--- src/rtl/mdio_pkg.sv ---
package mdio_pkg;

   typedef enum logic [1:0] {
      FR_PAGE     = 2'd0,
      FR_C22      = 2'd1,
      FR_C45_ADDR = 2'd2,
      FR_C45_OP   = 2'd3
   } frame_kind_e;

   localparam logic [4:0]  PAGE_SEL_REG = 5'd31;
   localparam logic [12:0] RAW_PAGE     = 13'h1FFF;

   // 32-bit frame body: start(2) opcode(2) phy(5) reg/dev(5) turnaround(2) data(16)
   function automatic logic [31:0] mk_frame(frame_kind_e k, logic wr, logic [4:0] phy,
                                            logic [4:0] ra, logic [15:0] d);
      logic [31:0] f;
      case (k)
         FR_PAGE:     f = {2'b01, 2'b01, phy, PAGE_SEL_REG, 2'b10, d};
         FR_C22:      f = {2'b01, (wr ? 2'b01 : 2'b10), phy, ra, 2'b10, d};
         FR_C45_ADDR: f = {2'b00, 2'b00, phy, ra, 2'b10, d};
         default:     f = {2'b00, (wr ? 2'b01 : 2'b11), phy, ra, 2'b10, d};
      endcase
      return f;
   endfunction

endpackage

--- src/rtl/mdio_frame_engine.sv ---
module mdio_frame_engine #(
   parameter int DIV     = 4,
   parameter int PRE_LEN = 32
) (
   input  logic        clk,
   input  logic        rst_n,
   input  logic        start,
   input  logic        rd_req,
   input  logic [31:0] frame,
   input  logic        mdio_i,
   output logic        busy,
   output logic        done,
   output logic        mdc,
   output logic        mdio_o,
   output logic        mdio_oe,
   output logic [15:0] rd_data,
   output logic        ta_high
);
   localparam int TOTAL = PRE_LEN + 32;
   localparam int SLOT  = 2 * DIV;
   localparam int CW    = (SLOT > 1) ? $clog2(SLOT) : 1;
   localparam int BW    = $clog2(TOTAL + 1);
   localparam logic [CW-1:0] SAMPLE_AT = CW'(DIV - 1);
   localparam logic [CW-1:0] LAST_TICK = CW'(SLOT - 1);
   localparam logic [CW-1:0] HIGH_AT   = CW'(DIV);
   localparam logic [BW-1:0] PRE_B     = BW'(PRE_LEN);
   localparam logic [BW-1:0] REL_B     = BW'(PRE_LEN + 14);
   localparam logic [BW-1:0] TA2_B     = BW'(PRE_LEN + 15);
   localparam logic [BW-1:0] DATA0_B   = BW'(PRE_LEN + 16);
   localparam logic [BW-1:0] LAST_B    = BW'(TOTAL - 1);

   logic          busy_q, rd_q, done_q, ta_q;
   logic [CW-1:0] div_q;
   logic [BW-1:0] bit_q;
   logic [31:0]   sh_q;
   logic [15:0]   cap_q;
   logic          in_pre;

   assign in_pre = bit_q < PRE_B;

   always_ff @(posedge clk or negedge rst_n) begin
      if (!rst_n) begin
         busy_q <= 1'b0;
         rd_q   <= 1'b0;
         done_q <= 1'b0;
         ta_q   <= 1'b0;
         div_q  <= '0;
         bit_q  <= '0;
         sh_q   <= '0;
         cap_q  <= '0;
      end else begin
         done_q <= 1'b0;
         if (!busy_q) begin
            if (start) begin
               busy_q <= 1'b1;
               div_q  <= '0;
               bit_q  <= '0;
               sh_q   <= frame;
               rd_q   <= rd_req;
               cap_q  <= '0;
               ta_q   <= 1'b0;
            end
         end else begin
            if (div_q == SAMPLE_AT) begin
               if (bit_q == TA2_B)   ta_q  <= mdio_i;
               if (bit_q >= DATA0_B) cap_q <= {cap_q[14:0], mdio_i};
            end
            if (div_q == LAST_TICK) begin
               div_q <= '0;
               if (!in_pre) sh_q <= {sh_q[30:0], 1'b0};
               if (bit_q == LAST_B) begin
                  busy_q <= 1'b0;
                  done_q <= 1'b1;
               end else begin
                  bit_q <= bit_q + 1'b1;
               end
            end else begin
               div_q <= div_q + 1'b1;
            end
         end
      end
   end

   assign busy    = busy_q;
   assign done    = done_q;
   assign mdc     = busy_q && (div_q >= HIGH_AT);
   assign mdio_o  = in_pre ? 1'b1 : sh_q[31];
   assign mdio_oe = busy_q && (!rd_q || (bit_q < REL_B));
   assign rd_data = cap_q;
   assign ta_high = ta_q;

   // the pin value only moves at the start of a bit, never while MDC is high
   p_stable_mdc_high_r10 : assert property (@(posedge clk) disable iff (!rst_n)
      (busy_q && mdc) |=> (!busy_q || !mdc || $stable(mdio_o)));

   // completion follows a busy frame
   p_done_after_frame_r10 : assert property (@(posedge clk) disable iff (!rst_n)
      done_q |-> (!busy_q && $past(busy_q)));
endmodule

--- src/rtl/mdio_access_seq.sv ---
module mdio_access_seq
   import mdio_pkg::*;
#(
   parameter int PORTS = 64
) (
   input  logic             clk,
   input  logic             rst_n,
   input  logic             launch,
   input  logic             is_mmd,
   input  logic             is_write,
   input  logic             raw,
   input  logic [4:0]       reg_num,
   input  logic [12:0]      page,
   input  logic [4:0]       mmd_dev,
   input  logic [15:0]      mmd_reg,
   input  logic [15:0]      wdata,
   input  logic [PORTS-1:0] mask,
   input  logic [4:0]       rd_phy,
   output logic             busy,
   output logic             fin,
   output logic [15:0]      rd_result,
   output logic             rd_err,
   output logic             eng_start,
   output logic [31:0]      eng_frame,
   output logic             eng_rd,
   input  logic             eng_done,
   input  logic [15:0]      eng_data,
   input  logic             eng_ta
);
   localparam int PW = $clog2(PORTS) + 1;

   typedef enum logic [2:0] {S_IDLE, S_PICK, S_ISSUE, S_WAIT, S_FIN} st_e;

   st_e           st_q;
   logic [PW-1:0] cur_q, prev_q, found_idx;
   logic          step_q, had_q, found, last;
   logic [15:0]   res_q, dat;
   logic          err_q;
   logic [4:0]    phy, ra;
   logic [PORTS-1:0] avail;
   frame_kind_e   kind;

   // lowest set mask bit at or above the current port
   assign avail = mask & ({PORTS{1'b1}} << cur_q);
   always_comb begin
      found     = 1'b0;
      found_idx = '0;
      for (int i = PORTS - 1; i >= 0; i--) begin
         if (avail[i]) begin
            found     = 1'b1;
            found_idx = PW'(i);
         end
      end
   end

   assign last = step_q || (!is_mmd && raw);
   assign phy  = is_write ? 5'(cur_q) : rd_phy;

   always_comb begin
      if (is_mmd) kind = step_q ? FR_C45_OP : FR_C45_ADDR;
      else        kind = (step_q || raw) ? FR_C22 : FR_PAGE;
      case (kind)
         FR_PAGE:     begin dat = {3'b000, page};              ra = PAGE_SEL_REG; end
         FR_C22:      begin dat = is_write ? wdata : 16'hFFFF; ra = reg_num;      end
         FR_C45_ADDR: begin dat = mmd_reg;                     ra = mmd_dev;      end
         default:     begin dat = is_write ? wdata : 16'hFFFF; ra = mmd_dev;      end
      endcase
   end

   assign eng_frame = mk_frame(kind, is_write, phy, ra, dat);
   assign eng_rd    = !is_write && last;
   assign eng_start = (st_q == S_ISSUE);

   always_ff @(posedge clk or negedge rst_n) begin
      if (!rst_n) begin
         st_q   <= S_IDLE;
         cur_q  <= '0;
         prev_q <= '0;
         step_q <= 1'b0;
         had_q  <= 1'b0;
         res_q  <= '0;
         err_q  <= 1'b0;
      end else begin
         case (st_q)
            S_IDLE: if (launch) begin
               step_q <= 1'b0;
               had_q  <= 1'b0;
               cur_q  <= '0;
               st_q   <= is_write ? S_PICK : S_ISSUE;
            end
            S_PICK: if (found) begin
               cur_q  <= found_idx;
               prev_q <= found_idx;
               had_q  <= 1'b1;
               step_q <= 1'b0;
               st_q   <= S_ISSUE;
            end else begin
               st_q <= S_FIN;
            end
            S_ISSUE: st_q <= S_WAIT;
            S_WAIT: if (eng_done) begin
               if (!last) begin
                  step_q <= 1'b1;
                  st_q   <= S_ISSUE;
               end else if (is_write) begin
                  cur_q <= cur_q + 1'b1;
                  st_q  <= S_PICK;
               end else begin
                  res_q <= eng_data;
                  err_q <= eng_ta;
                  st_q  <= S_FIN;
               end
            end
            default: st_q <= S_IDLE;
         endcase
      end
   end

   assign busy      = (st_q != S_IDLE);
   assign fin       = (st_q == S_FIN);
   assign rd_result = res_q;
   assign rd_err    = err_q;

   // ports of one write are visited in strictly ascending order
   p_ports_ascending_r6 : assert property (@(posedge clk) disable iff (!rst_n)
      (st_q == S_PICK && found && had_q) |-> (found_idx > prev_q));

   // a raw-page read sends only the read frame itself
   p_raw_single_frame_r4 : assert property (@(posedge clk) disable iff (!rst_n)
      (eng_start && raw && !is_mmd && !is_write) |-> eng_rd);

   // the first frame of an MMD access is an address frame
   p_mmd_addr_first_r7 : assert property (@(posedge clk) disable iff (!rst_n)
      (eng_start && is_mmd && !step_q) |-> (eng_frame[31:28] == 4'b0000));
endmodule

--- src/rtl/mdio_cmd_unit.sv ---
module mdio_cmd_unit
   import mdio_pkg::*;
#(
   parameter int DIV     = 4,
   parameter int PRE_LEN = 32
) (
   input  logic        clk,
   input  logic        rst_n,
   input  logic        reg_we,
   input  logic [2:0]  reg_addr,
   input  logic [31:0] reg_wdata,
   output logic [31:0] reg_rdata,
   output logic        mdc,
   output logic        mdio_o,
   output logic        mdio_oe,
   input  logic        mdio_i
);
   localparam int MASK_W     = 64;
   localparam int MASK_WORDS = MASK_W / 32;
   localparam logic [2:0] ADR_CTRL  = 3'd0;
   localparam logic [2:0] ADR_DATA  = 3'd1;
   localparam logic [2:0] ADR_MMD   = 3'd2;
   localparam int         ADR_MASK0 = 3;

   if (DIV < 1) begin : g_bad_div
      $error("DIV must be at least 1");
   end
   if (PRE_LEN < 1 || PRE_LEN > 64) begin : g_bad_pre
      $error("PRE_LEN must be within 1..64");
   end

   logic [4:0]        reg_q;
   logic [12:0]       page_q;
   logic              mmd_q, wr_q, err_q, launch_q;
   logic [31:0]       data_q, mmdw_q;
   logic [MASK_W-1:0] mask_q;
   logic              busy, seq_busy, seq_fin, seq_err, raw, launch, wr_ok;
   logic [15:0]       seq_res, eng_data;
   logic              eng_start, eng_rd, eng_done, eng_busy, eng_ta;
   logic [31:0]       eng_frame;

   assign busy   = launch_q | seq_busy;
   assign wr_ok  = reg_we && !busy;
   assign launch = wr_ok && (reg_addr == ADR_CTRL) && reg_wdata[0];
   assign raw    = (page_q == RAW_PAGE);

   always_ff @(posedge clk or negedge rst_n) begin
      if (!rst_n) begin
         reg_q    <= '0;
         page_q   <= '0;
         mmd_q    <= 1'b0;
         wr_q     <= 1'b0;
         err_q    <= 1'b0;
         launch_q <= 1'b0;
         data_q   <= '0;
         mmdw_q   <= '0;
      end else begin
         launch_q <= launch;
         if (wr_ok && reg_addr == ADR_CTRL) begin
            reg_q  <= reg_wdata[9:5];
            page_q <= reg_wdata[22:10];
            mmd_q  <= reg_wdata[2];
            wr_q   <= reg_wdata[3];
         end
         if (launch) err_q <= 1'b0;
         if (wr_ok && reg_addr == ADR_DATA) data_q <= reg_wdata;
         if (wr_ok && reg_addr == ADR_MMD)  mmdw_q <= reg_wdata;
         if (seq_fin && !wr_q) begin
            data_q[15:0] <= seq_res;
            err_q        <= seq_err;
         end
      end
   end

   for (genvar w = 0; w < MASK_WORDS; w++) begin : g_mask
      always_ff @(posedge clk or negedge rst_n) begin
         if (!rst_n)
            mask_q[w*32 +: 32] <= '0;
         else if (wr_ok && reg_addr == 3'(ADR_MASK0 + w))
            mask_q[w*32 +: 32] <= reg_wdata;
      end
   end

   always_comb begin
      case (reg_addr)
         ADR_CTRL: reg_rdata = {4'b0000, (raw ? 5'h1F : 5'h00), page_q, reg_q,
                                1'b0, wr_q, mmd_q, err_q, busy};
         ADR_DATA: reg_rdata = data_q;
         ADR_MMD:  reg_rdata = mmdw_q;
         3'd3:     reg_rdata = mask_q[31:0];
         3'd4:     reg_rdata = mask_q[63:32];
         default:  reg_rdata = '0;
      endcase
   end

   mdio_access_seq #(.PORTS(MASK_W)) seq_i (
      .clk       (clk),
      .rst_n     (rst_n),
      .launch    (launch_q),
      .is_mmd    (mmd_q),
      .is_write  (wr_q),
      .raw       (raw),
      .reg_num   (reg_q),
      .page      (page_q),
      .mmd_dev   (mmdw_q[20:16]),
      .mmd_reg   (mmdw_q[15:0]),
      .wdata     (data_q[31:16]),
      .mask      (mask_q),
      .rd_phy    (data_q[20:16]),
      .busy      (seq_busy),
      .fin       (seq_fin),
      .rd_result (seq_res),
      .rd_err    (seq_err),
      .eng_start (eng_start),
      .eng_frame (eng_frame),
      .eng_rd    (eng_rd),
      .eng_done  (eng_done),
      .eng_data  (eng_data),
      .eng_ta    (eng_ta)
   );

   mdio_frame_engine #(.DIV(DIV), .PRE_LEN(PRE_LEN)) eng_i (
      .clk     (clk),
      .rst_n   (rst_n),
      .start   (eng_start),
      .rd_req  (eng_rd),
      .frame   (eng_frame),
      .mdio_i  (mdio_i),
      .busy    (eng_busy),
      .done    (eng_done),
      .mdc     (mdc),
      .mdio_o  (mdio_o),
      .mdio_oe (mdio_oe),
      .rd_data (eng_data),
      .ta_high (eng_ta)
   );

   // MMD word holds while a transaction runs
   p_hold_while_busy_r9 : assert property (@(posedge clk) disable iff (!rst_n)
      (busy && reg_we && reg_addr == ADR_MMD) |=> $stable(mmdw_q));

   // execute reads busy right after a launch
   p_busy_after_launch_r2 : assert property (@(posedge clk) disable iff (!rst_n)
      launch |=> busy);

   // a new launch starts with a clear error flag
   p_err_clear_launch_r8 : assert property (@(posedge clk) disable iff (!rst_n)
      launch |=> !err_q);

   // no frame activity while the sequencer is idle
   p_engine_idle_r10 : assert property (@(posedge clk) disable iff (!rst_n)
      !seq_busy |-> !eng_busy);
endmodule

--- config.mk ---
export PLATFORM = sky130hd
export DESIGN_NAME = mdio_cmd_unit
export DESIGN_NICKNAME = d
export VERILOG_FILES = /design/src/rtl/mdio_pkg.sv /design/src/rtl/mdio_frame_engine.sv /design/src/rtl/mdio_access_seq.sv /design/src/rtl/mdio_cmd_unit.sv
export SDC_FILE = /design/constraint.sdc
export NUM_CORES = 1
export LEC_CHECK = 0
export ABC_AREA = 0
export BUFFER_PORTS_ARGS = -buffer_cell sky130_fd_sc_hd__buf_2
export CAP_MARGIN = 15
export CORE_MARGIN = 2
export CORE_UTILIZATION = 35
export DETAILED_ROUTE_END_ITERATION = 10
export SLEW_MARGIN = 20
export SYNTH_ARGS = -nofsm -noshare
export SYNTH_HDL_FRONTEND = slang
export SYNTH_SLANG_ARGS = --single-unit
--- constraint.sdc ---
create_clock -name clk -period 2.46 [get_ports clk]
set_input_delay 0.123 -clock clk [delete_from_list [all_inputs] [get_ports clk]]
set_output_delay 0.123 -clock clk [all_outputs]
set_load 0.02 [all_outputs]
# == Yosys cells after proc, flatten, opt, wreduce, memory -nomap -nowiden ==
# Cells that the tools add are included.
# W data, S select, Z words.
# classes
n_reduce_logical,36
n_bitwise,4
n_addsub,3
shifts,1
n_eq_ne,27
mux,189
magnitude_cmp,4
# op_table
op,count
$mux W7,72
$pmux W32 S5,1
$mux W32,4
$mux W16,7
$pmux W31 S3,1
$mux W1,84
$and A64 B64 Y64,1
$shl A64 B7 Y64 const A,1
$pmux W16 S2,1
$mux W3,8
$pmux W7 S3,1
$ne A2 B2 Y1 const B,9
$eq A3 B2 Y1 const B,5
$mux W5,3
$add A7 B1 Y7 const B,2
$eq A7 B6 Y1 const B,2
$lt A7 B6 Y1 const B,2
$eq A13 B13 Y1 const B,1
$logic_and A1 B1 Y1,12
$pmux W3 S4,1
$reduce_and A3 Y1,4
$eq A3 B3 Y1 const B,3
$mux W2,4
$ge A7 B6 Y1 const B,1
20 further kinds,34
# word_totals
inputBits,39
elab_cells,288
register_bits,240
out_inout_bits,35

# == Longest topological paths before layout ==
# depth
word_depth,68
ltp_mapped,12
depth_no_buf,10

# == Cells and area by module ==
# A second synthesis with hierarchy kept.
# hier_totals
hier_cells,1414
hier_area_um2,14028.5
# modules_own_cells
module,seq_area_each_um2,n_inst,cells_each,area_per_inst_um2
mdio_cmd_unit,3753.6,1,545,7005.5
mdio_access_seq,700.7,1,575,4135.2
mdio_frame_engine,1551.5,1,294,2887.8

# == Worst setup path after synthesis ==
# OpenSTA, ideal clock, no wires.
# synth_timing
path_type,flip-flop to flip-flop
start,register seq_i.cur_q[1]
end,register seq_i.cur_q[1]
path_buffers,1
setup_ns,0.125
setup_slack_ns,-0.144
arrival_ns,2.479
path_stages_with_launch,11
period_less_slack_ns,2.604
required_ns,2.335
cell_sequence,dfrtp_1 inv_1 ha_1 clkbuf_1 nand2b_1 nand3_1 a41oi_1 nor4_4 nand4_2 o21ai_4 mux2_4
# synth_via
elab_chain_len,68
elab_cells_between_ends,138
cone_classes,1 x add/sub; 1 x eq/ne; 1 x shift; 133 x mux; 1 x bitwise; 1 x reduce/logical
# synth_lines
element,line,rtl
"start, declared",mdio_access_seq.sv:35,"logic [PW-1:0] cur_q, prev_q, found_idx;"
"start signal, assigned",mdio_access_seq.sv:92,cur_q <= found_idx;
"start signal, assigned",mdio_access_seq.sv:106,cur_q <= cur_q + 1'b1;
$shl A64 B7 Y64,mdio_access_seq.sv:44,assign avail = mask & ({PORTS{1'b1}} << cur_q);
$and A64 B64 Y64,mdio_access_seq.sv:44,
$mux W1 or $mux W6 (tied branches),mdio_access_seq.sv:49,if (avail[i]) begin
$mux W1 or $mux W7 (tied branches) (63 in series),mdio_access_seq.sv:49,
$ne A2 B1 Y1 (no source line) or $mux W7 (tied branches),-,
$reduce_and A6 Y1 (no source line) or $pmux W7 S3 (tied branches),-,
# Several ways; a longest one is shown, not always the timed one. The select of a mux whose other input is x is not followed.
# A chain may end at the register's enable or synchronous reset.

# == Worst setup path after layout ==
# layout_timing
start,register seq_i.cur_q[0]
end,register seq_i.cur_q[1]
# The elaborated chain is that of the path after synthesis.

==> reports/metrics.csv <==
metric,value,unit
async_flop_share,1.00,
max-cap-violations,0,
start_util,0.357,
synth_compound_area_frac,0.183,
clk_root_buffer_cell,clkbuf_16,
crit_path_max_fanout,6,
num_rows,70,
reg2reg_depth,10,
synth.avg_cell_area,10.0,um2
worstMarginPinSlew,0.748,ns
cp.required,2.92,ns
wl_per_cell,23.6,um
yosys.area_share.adder,0.00668,
cts_sinks,240,
vias_per_cell,5.75,
layout_commonest_cell,dfrtp_1,
globalplace.congestion,0.980,
p_leak,7.65,nW
cts_buffer_depth,3,
ios,74,
grt_max_degree,71,
grt_first_pass_wirelength,73.0,mm
instances_no_fill,2034,
syn_to_final_growth,28.1,%
detail-route-antenna-nets,0,
final_cell_mix,"dfrtp_1 (237), buf_4 (169), mux2_2 (161)",
arrival,3.05,ns
status,"finished, violations left",
drtIter0Drc,878,
synthDistinctLibCells,85,
finalWirelength,47.9,mm
synth_fp_nets,1355,
rsz0062_at_grt,yes,
vdd_ir_drop_max,0.600,mV
core_area,36800,um2
synth_xor_area_frac,0.00267,
r2r_start,seq_i.cur_q[0],
grt_pass1_vias,11635,
regArea,6010,um2
cp-end-kind,register,
yosys.area_share.simple,0.135,
start_kind,register,
drc,0,
final_core_util,0.457,
fmax,386,MHz
diodes,0,
yosysSeqAreaShare,0.458,
ys_ff_latch,240,
die_h,198,um
cts_buffers,27,
yosys_warnings,0,
synthMuxAreaShare,0.177,
post-dp-hpwl,35.9,mm
first_pass_iters,7,
grt_usage,0.248,
die_x,198,um
violations,setup timing,
port_buffers,73,
multi_input_area,6830,um2
worst_clock_skew,0.0162,ns
setup_violations,9,
slew_headroom,0.502,
setup_ws,-0.130,ns
period_needed,2.59,ns
hold_viol,0,
crit_chain,"inv_2, ha_4, buf_6, nand2b_4, a22oi_2, o211ai_1, o41ai_4, nand4_2, o21ai_4, mux2_4",
antenna_found_initial,0,
drv_slew,0,
synthCells,1309,
syn_area,13100,um2
cts_tree,done,
synth_edf_count,0,
cts_max_level,1,
vias,11692,
crit_path_max_incr_delay,0.38,ns
place_inst,1940,
critPathSlowestCell,dfrtp_1,
nFillCells,3547,
clkSlewWorstSetupHoldPaths,0.07,ns
critPathKind,register to register,
hold_path_class,input pin to async pin,
r2r_end,seq_i.cur_q[1],
nets,1592,
die-area,39000,um2
post-route-period-util,1.05,
reg2reg_slack,-0.13,ns
layout-drive-gt1-share,0.344,
clk_latency,0.58,ns
synthFlopType,dfrtp_1,
power_density,1270,nW/um2
overflow,0,
synth_top_family_by_area,compound AO/OA/AOI/OAI gates,
==> critical path: cells and delay by family, from the launching register on <==
family / cells / cell delay, ns
AO/OA/AOI/OAI: 4 / 0.98
multiplexers: 1 / 0.32
AND/OR/NAND/NOR: 2 / 0.38
adder cells (fa/ha/maj): 1 / 0.20
flip-flops: 1 / 0.38
buffers and inverters: 2 / 0.21
==> final cells by class <==
class                           instances  area share
Clock inverter                         10     0.00834
Sequential cell                       240       0.358
Inverter                               21     0.00484
Timing Repair Buffer                  297       0.141
Clock buffer                           39      0.0465
Tap cell                              468      0.0349
Multi-Input combinational cell        959       0.406
==> per-stage QoR <==
| stage | area, um2 | setup TNS, ns | power (W) | hold WS, ns | setup slack [ns] |
|---|---|---|---|---|---|
| final | 16800 | -0.688 | 0.0213 | 0.108 | -0.130 |
| after global routing | 16800 | -2.12 | 0.0225 | 0.153 | -0.227 |
| after CTS | 16700 | -0.628 | 0.0211 | 0.119 | -0.0949 |
| after detailed placement | 15300 | -1.30 | 0.0164 | 0.131 | -0.225 |
| after global placement | 15300 | -0.718 | 0.0164 | 0.132 | -0.149 |
| after floorplan | 13200 | -0.0280 | 0.0120 | -0.173 | -0.0280 |
==> cells by family (layout without fill, tap and decap cells) <==
family | after synthesis | count (layout)
xor gates and xnor gates | 4 | 4
buffers and inverters | 110 | 367
DFF | 240 | 240
adders and majority gates | 7 | 7
AOI/OAI and AO/OA | 363 | 363
and+or+nand+nor | 374 | 374
muxes | 211 | 211
==> Yosys cell counts (all sizes together), types with 4 or more instances <==
cell type,count,share of area
nor2,81,0.024
nand3,30,0.011
buf,36,0.017
clkbuf,53,0.015
a21o,4,0.0023
mux2,162,0.14
nor3b,5,0.0029
nor4,7,0.0050
or2b,4,0.0023
a21oi,63,0.024
o31ai,5,0.0039
nand4,10,0.0064
or2,4,0.0019
nor3,22,0.0088
a32oi,7,0.0047
a21boi,6,0.0034
and3,5,0.0024
a211oi,5,0.0029
o211ai,14,0.0080
a22oi,18,0.011
o21ai,124,0.048
nand2,162,0.047
dfrtp,240,0.46
nand2b,10,0.0048
inv,21,0.0062
mux2i,49,0.037
and2,7,0.0033
o21a,6,0.0034
nand3b,5,0.0029
ha,7,0.0067
nor2b,13,0.0062
a31oi,28,0.014
a221o,22,0.017
o22ai,15,0.0072
o221ai,17,0.012
==> state kept, by name, summed over array words and instances (netlist names), 3 cells and up <==
name             count
mask_q              64
data_q              32
eng_i.sh_q          32
mmdw_q              32
eng_i.rd_data       16
seq_i.rd_result     16
page_q              13
eng_i.bit_q          7
seq_i.cur_q          7
reg_q                5
eng_i.div_q          3
seq_i.st_q           3
==> routing by layer <==
metal / global-route usage / part of all wire / vias to the layer above
li1: - / - / 5307
met1: 0.342 / 0.43 / 5946
met2: 0.400 / 0.47 / 377
met3: 0.0330 / 0.063 / 62
met4: 0.0860 / 0.034 / 0
met5: 0 / 0 / -
==> repair_timing <==
| item | in CTS | in global routing |
|---|---|---|
| gates cloned | 0 | 0 |
| setup buffers | 9 | 2 |
| hold buffers | 34 | 0 |
| pin swaps | 13 | 8 |
| endpoints found under the hold margin | 357 | 0 |
| setup endpoints to repair | 10 | 32 |
| resized for setup | 23 | 28 |
==> report_power, final <==
part           total, W  switching, W  internal, W
sequential      0.00723       0.00174      0.00549
clock           0.00424       0.00172      0.00252
combinational   0.00982       0.00507      0.00475
total            0.0213       0.00854       0.0128
==> worst max-delay path by stage <==
stage                              start              to  slack [ns]  cells after the start
after floorplan           seq_i.cur_q[1]  seq_i.cur_q[1]       -0.03                     10
after detailed placement  seq_i.cur_q[1]  seq_i.cur_q[0]       -0.23                     10
after global routing      seq_i.cur_q[0]  seq_i.cur_q[2]       -0.23                     12
after global placement    seq_i.cur_q[1]  seq_i.cur_q[0]       -0.15                     10
final                     seq_i.cur_q[0]  seq_i.cur_q[1]       -0.13                     10
after CTS                 seq_i.cur_q[1]  seq_i.cur_q[2]       -0.09                     12
(Power assumes the default switching activity.)
